===== config.mk =====
export PLATFORM = sky130hd
export DESIGN_NAME = turbo_slot_sched
export DESIGN_NICKNAME = d
export VERILOG_FILES = /design/src/rtl/turbo_sched_pkg.sv /design/src/rtl/turbo_slot_phase.sv /design/src/rtl/turbo_credit_arb.sv /design/src/rtl/turbo_slot_sched.sv
export SDC_FILE = /design/constraint.sdc
export NUM_CORES = 1
export LEC_CHECK = 0
export BUFFER_PORTS_ARGS = -buffer_cell sky130_fd_sc_hd__buf_2
export CORE_MARGIN = 4
export CORE_UTILIZATION = 45
export DETAILED_ROUTE_END_ITERATION = 8
export HOLD_SLACK_MARGIN = 0.08
export PLACE_DENSITY = 0.65
export SKIP_LAST_GASP = 1
export SLEW_MARGIN = 20
export SYNTH_ARGS = -nofsm -noshare
export SYNTH_HDL_FRONTEND = slang
export SYNTH_SLANG_ARGS = --single-unit

===== constraint.sdc =====
create_clock -name clk -period 15 [get_ports clk]
set_clock_uncertainty 0.2 [all_clocks]
set_input_delay 2.25 -clock clk [delete_from_list [all_inputs] [get_ports clk]]
set_output_delay 2.25 -clock clk [all_outputs]
set_load 0.02 [all_outputs]

===== src/rtl/turbo_sched_pkg.sv =====
package turbo_sched_pkg;

  localparam int unsigned MHZ_W = 7;

  // Rate table for the 48-slot build
  function automatic logic [MHZ_W-1:0] mhz_base(input logic [3:0] idx);
    case (idx)
      4'd0:  mhz_base = 7'd1;
      4'd1:  mhz_base = 7'd2;
      4'd2:  mhz_base = 7'd3;
      4'd3:  mhz_base = 7'd4;
      4'd4:  mhz_base = 7'd5;
      4'd5:  mhz_base = 7'd6;
      4'd6:  mhz_base = 7'd8;
      4'd7:  mhz_base = 7'd10;
      4'd8:  mhz_base = 7'd12;
      4'd9:  mhz_base = 7'd14;
      4'd10: mhz_base = 7'd16;
      4'd11: mhz_base = 7'd20;
      4'd12: mhz_base = 7'd24;
      4'd13: mhz_base = 7'd32;
      4'd14: mhz_base = 7'd40;
      default: mhz_base = 7'd48;
    endcase
  endfunction

  // Rate table for the 64-slot build
  function automatic logic [MHZ_W-1:0] mhz_wide(input logic [3:0] idx);
    case (idx)
      4'd0:  mhz_wide = 7'd1;
      4'd1:  mhz_wide = 7'd2;
      4'd2:  mhz_wide = 7'd3;
      4'd3:  mhz_wide = 7'd4;
      4'd4:  mhz_wide = 7'd6;
      4'd5:  mhz_wide = 7'd8;
      4'd6:  mhz_wide = 7'd10;
      4'd7:  mhz_wide = 7'd12;
      4'd8:  mhz_wide = 7'd14;
      4'd9:  mhz_wide = 7'd16;
      4'd10: mhz_wide = 7'd20;
      4'd11: mhz_wide = 7'd24;
      4'd12: mhz_wide = 7'd32;
      4'd13: mhz_wide = 7'd40;
      4'd14: mhz_wide = 7'd48;
      default: mhz_wide = 7'd64;
    endcase
  endfunction

endpackage


===== src/rtl/turbo_slot_phase.sv =====
// Slot position within the 1 MHz period and the rate accumulator.
module turbo_slot_phase #(
  parameter int unsigned SLOTS = 48,
  parameter int unsigned MW    = $clog2(SLOTS + 1)
) (
  input  logic          clk,
  input  logic          rst,
  input  logic [MW-1:0] mhz,
  output logic          earn,
  output logic          bridge_slot
);
  localparam int unsigned SW = $clog2(SLOTS);
  localparam int unsigned AW = $clog2(2 * SLOTS);

  logic [SW-1:0] slot_q;
  logic [AW-1:0] acc_q;
  logic [AW-1:0] sum;
  logic [AW-1:0] acc_d;

  always_comb begin
    sum   = acc_q + AW'(mhz);
    earn  = (sum >= AW'(SLOTS));
    acc_d = earn ? (sum - AW'(SLOTS)) : sum;
  end

  assign bridge_slot = (slot_q == SW'(SLOTS - 1));

  always_ff @(posedge clk) begin
    if (rst) begin
      slot_q <= '0;
      acc_q  <= '0;
    end else begin
      slot_q <= bridge_slot ? '0 : slot_q + 1'b1;
      acc_q  <= acc_d;
    end
  end

endmodule


===== src/rtl/turbo_credit_arb.sv =====
// Owed-slot count and per-slot processor grant.
module turbo_credit_arb #(
  parameter int unsigned SLOTS = 48,
  parameter int unsigned MW    = $clog2(SLOTS + 1)
) (
  input  logic clk,
  input  logic rst,
  input  logic earn,
  input  logic bridge_slot,
  input  logic vid_req,
  input  logic ba,
  input  logic badline_off,
  input  logic cpu_ext,
  output logic grant
);
  logic [MW-1:0] owed_q;
  logic [MW:0]   avail;
  logic [MW:0]   remain;
  logic [MW-1:0] owed_d;
  logic          path_ok;

  always_comb begin
    avail = {1'b0, owed_q} + {{MW{1'b0}}, earn};
    if (vid_req)
      path_ok = 1'b0;
    else if (cpu_ext)
      path_ok = ba && bridge_slot;
    else
      path_ok = ba || badline_off;
    grant  = (avail != '0) && path_ok;
    remain = avail - {{MW{1'b0}}, grant};
    owed_d = (remain > (MW+1)'(SLOTS)) ? MW'(SLOTS) : remain[MW-1:0];
  end

  always_ff @(posedge clk) begin
    if (rst) owed_q <= '0;
    else     owed_q <= owed_d;
  end

endmodule


===== src/rtl/turbo_slot_sched.sv =====
module turbo_slot_sched #(
  parameter int unsigned SLOTS = 48
) (
  input  logic       clk,
  input  logic       rst,
  input  logic [3:0] speed_idx,
  input  logic       badline_off,
  input  logic       ba,
  input  logic       vid_req,
  input  logic       cpu_ext,
  output logic       cpu_ce,
  output logic       vid_gnt,
  output logic       ext_req
);
  import turbo_sched_pkg::*;

  localparam int unsigned MW = $clog2(SLOTS + 1);

  logic [MW-1:0] mhz_sel;
  logic          earn;
  logic          bridge_slot;
  logic          grant;

  generate
    if (SLOTS == 64) begin : g_wide
      assign mhz_sel = MW'(mhz_wide(speed_idx));
    end else begin : g_base
      assign mhz_sel = MW'(mhz_base(speed_idx));
    end
  endgenerate

  turbo_slot_phase #(.SLOTS(SLOTS), .MW(MW)) u_phase (
    .clk         (clk),
    .rst         (rst),
    .mhz         (mhz_sel),
    .earn        (earn),
    .bridge_slot (bridge_slot)
  );

  turbo_credit_arb #(.SLOTS(SLOTS), .MW(MW)) u_arb (
    .clk         (clk),
    .rst         (rst),
    .earn        (earn),
    .bridge_slot (bridge_slot),
    .vid_req     (vid_req),
    .ba          (ba),
    .badline_off (badline_off),
    .cpu_ext     (cpu_ext),
    .grant       (grant)
  );

  always_ff @(posedge clk) begin
    if (rst) begin
      cpu_ce  <= 1'b0;
      vid_gnt <= 1'b0;
      ext_req <= 1'b0;
    end else begin
      cpu_ce  <= grant;
      vid_gnt <= vid_req;
      ext_req <= grant && cpu_ext;
    end
  end

endmodule


==> results.json <==
{
  "status": "finished clean",
  "pin_count": 13,
  "via_per_inst": 5.386,
  "p_leak_nw": 0.7642,
  "path_clk_slew_ns": 0.11,
  "r2r-end": "u_arb.owed_q[0]",
  "grt.total_usage_pct": 14.10,
  "timing.hold.ws_ns": 0.2743,
  "setup_slack_ns": 6.859,
  "dpl.hpwl_mm": 2.362,
  "synth_commonest_cells": "22 x dfxtp_1, 18 x ha_1, 18 x nor2_1, 12 x inv_1",
  "fmax_mhz": 122.8,
  "syn_avg_cell_area_um2": 8.828,
  "holdCritPathClass": "flip-flop to flip-flop",
  "dr_wl_met2_mm": 1.437,
  "clockBufferDepth": 2,
  "die_w_um": 67.43,
  "grt_pass1_wl_mm": 5.009,
  "drt_wl_total_mm": 2.977,
  "crit_fanout": 7,
  "grt_max_degree": 12,
  "vias": 1255,
  "ys_warn_count": 0,
  "synth-main-ff-cell": "dfxtp_1",
  "setup_viol": 0,
  "post_cts_buffers": 0,
  "critical_path_arrival_ns": 8.09,
  "synth_area_mm2": 0.001589,
  "slowest_delay_ns": 0.31,
  "root_buffer": "clkbuf_4",
  "cp_data_required_time_ns": 14.95,
  "fin_setup_tns_ns": 0,
  "hold_viol_final": 0,
  "cts_tree": "yes",
  "cp-end-kind": "flip-flop",
  "maxUsedRoutingLayer": "met4",
  "min_period_over_period_pct": 54.28,
  "nets": 218,
  "first_pass_iters": 6,
  "cp.depth": 31,
  "dp_slack_ns": 6.633,
  "core-area_mm2": 0.003363,
  "path_class": "input port to flip-flop",
  "post_dp_cell_area_mm2": 0.001622,
  "grt-ovfl-total": 0,
  "endpoint": "u_arb.owed_q[0]",
  "die-area_mm2": 0.004546,
  "postRouteAntennaNets": 0,
  "synth_top_cell_area_share_pct": 27.72,
  "ys_async_sr_fraction_pct": 0,
  "cp_num_buf_inv": 3,
  "cts_resized": 0,
  "drt_iter0_drc": 42,
  "synth.area.top_cells": "dfxtp_1 28%, ha_1 14%, xor2_1 6.1%",
  "synth.most_common_cell": "dfxtp_1",
  "wl_per_cell_um": 12.78,
  "p_per_area_mw_per_mm2": 146.5,
  "drive_above_1_share_pct": 12.83,
  "min_from": "u_phase.slot_q[0]",
  "timing.critical_path.mode_cell": "ha_1",
  "ys_ff_latch": 22,
  "cp_slowest_cell": "ha_1",
  "slew_viol_final": 0,
  "ys_seq_area_share_pct": 27.72,
  "port_buffers": 12,
  "fin_crit_ns": 8.141,
  "stdcell_area_mm2": 0.001644,
  "clk_latency_ns": 0.30,
  "slew_headroom_pct": 50.83,
  "critPathTopFamily": "compound AO/OA/AOI/OAI gates",
  "n_antenna_cell": 0,
  "drcViolationCount": 0,
  "tightest_slew_ns": 0.7260,
  "antenna_found_initial": 0,
  "synth_enable_flop_cells": 0,
  "nFillCells": 348,
  "timing.reg2reg.setup_slack_ns": 9.23,
  "maxCapViolCount": 0,
  "cts_made_buffers": 3,
  "synth_area_leader_cell": "dfxtp_1",
  "cts_sinks": 22,
  "cts_hold_buf": 0,
  "cp-startpoint": "speed_idx[0]",
  "syn-num-nets": 209,
  "rsz0062_at_grt": "no",
  "h-tree-depth": 1,
  "wl_met3_um": 141,
  "yosys.cell_types.count": 47,
  "synthCells": 180,
  "start_kind": "input port",
  "rr_worst_depth": 27,
  "rows": 21,
  "irDropWorstVdd_v": 0.0001160,
  "r2r_start": "u_phase.acc_q[0]",
  "wl_met1_mm": 1.381,
  "area_delta_synth_final_pct": 3.465,
  "die_y_um": 67.43,
  "gp_congestion": 0.8720,
  "grt_pass1_vias": 1197,
  "initial_utilization_pct": 47.25
}
[per-layer routing]
metal	track usage (%)	up-vias
met5	0	-
met4	4.557	0
met3	1.997	2
met2	26.26	28
met1	16.38	585
li1	-	640
[cell usage in the layout (no fill, tap or decap), types with 2 or more instances in the layout]
| cell type | netlist | layout |
|---|---|---|
| o21bai_1 | 2 | 2 |
| nor2b_1 | 2 | 2 |
| buf_2 | 0 | 12 |
| clkbuf_4 | 0 | 3 |
| nor2_1 | 18 | 18 |
| a21oi_1 | 8 | 8 |
| or3_1 | 3 | 3 |
| ha_1 | 18 | 18 |
| xor2_1 | 11 | 11 |
| nand2b_1 | 4 | 4 |
| xnor2_1 | 6 | 6 |
| o21ai_0 | 5 | 5 |
| and3_1 | 4 | 4 |
| mux2i_1 | 3 | 3 |
| a31oi_1 | 2 | 2 |
| inv_1 | 12 | 12 |
| nor3_1 | 3 | 3 |
| nand3_1 | 7 | 7 |
| a211oi_1 | 4 | 4 |
| and2_1 | 2 | 2 |
| dfxtp_1 | 22 | 22 |
| a21o_1 | 3 | 3 |
| nand2_1 | 11 | 11 |
[state kept, by name, summed over array words and instances, names as in the netlist]
name            flops
u_phase.acc_q       7
u_arb.owed_q        6
u_phase.slot_q      6
cpu_ce              1
ext_req             1
vid_gnt             1
[metrics by stage]
stage	cells	total power [mW]	util, %
after detailed placement	230	0.2144	48.21
after global routing	233	0.2628	48.88
after floorplan	180	0.1986	-
after global placement	230	0.2088	48.21
final	233	0.2409	48.88
after CTS	233	0.2418	48.88
[how the worst min path moves through the flow]
stage                        endpoint  depth (start not counted)  slack [ns]
global placement    u_phase.slot_q[0]                          1        0.24
detailed placement  u_phase.slot_q[0]                          1        0.25
floorplan           u_phase.slot_q[0]                          1        0.23
global route        u_phase.slot_q[0]                          1        0.33
finish              u_phase.slot_q[0]                          1        0.27
CTS                 u_phase.slot_q[0]                          1        0.28
[layout make-up]
cell class,instances,area [µm²],share of cell area [%]
inverters,12,45.04,2.740
well taps,46,57.56,3.501
repair buffers,12,60.06,3.653
multi-input cells,138,1018,61.95
flip-flops and latches,22,440.4,26.79
clock buffers,3,22.52,1.370
[report_power, final]
| part | switching, mW | internal (mW) |
|---|---|---|
| Clock | 0.0162 | 0.00935 |
| Sequential | 0.0143 | 0.0713 |
| Combinational | 0.0740 | 0.0557 |
[cells by family (layout without fill, tap and decap cells)]
logic type	Yosys count	in the layout	share of synthesized area, %
AOI/OAI and AO/OA	38	38	17.32
muxes	3	3	1.890
buffers and inverters	20	27	8.189
and+or+nand+nor	61	61	20.08
DFF	22	22	27.72
adders and majority gates	19	19	15.43
xor gates and xnor gates	17	17	9.370
(Power assumes the default switching activity.)
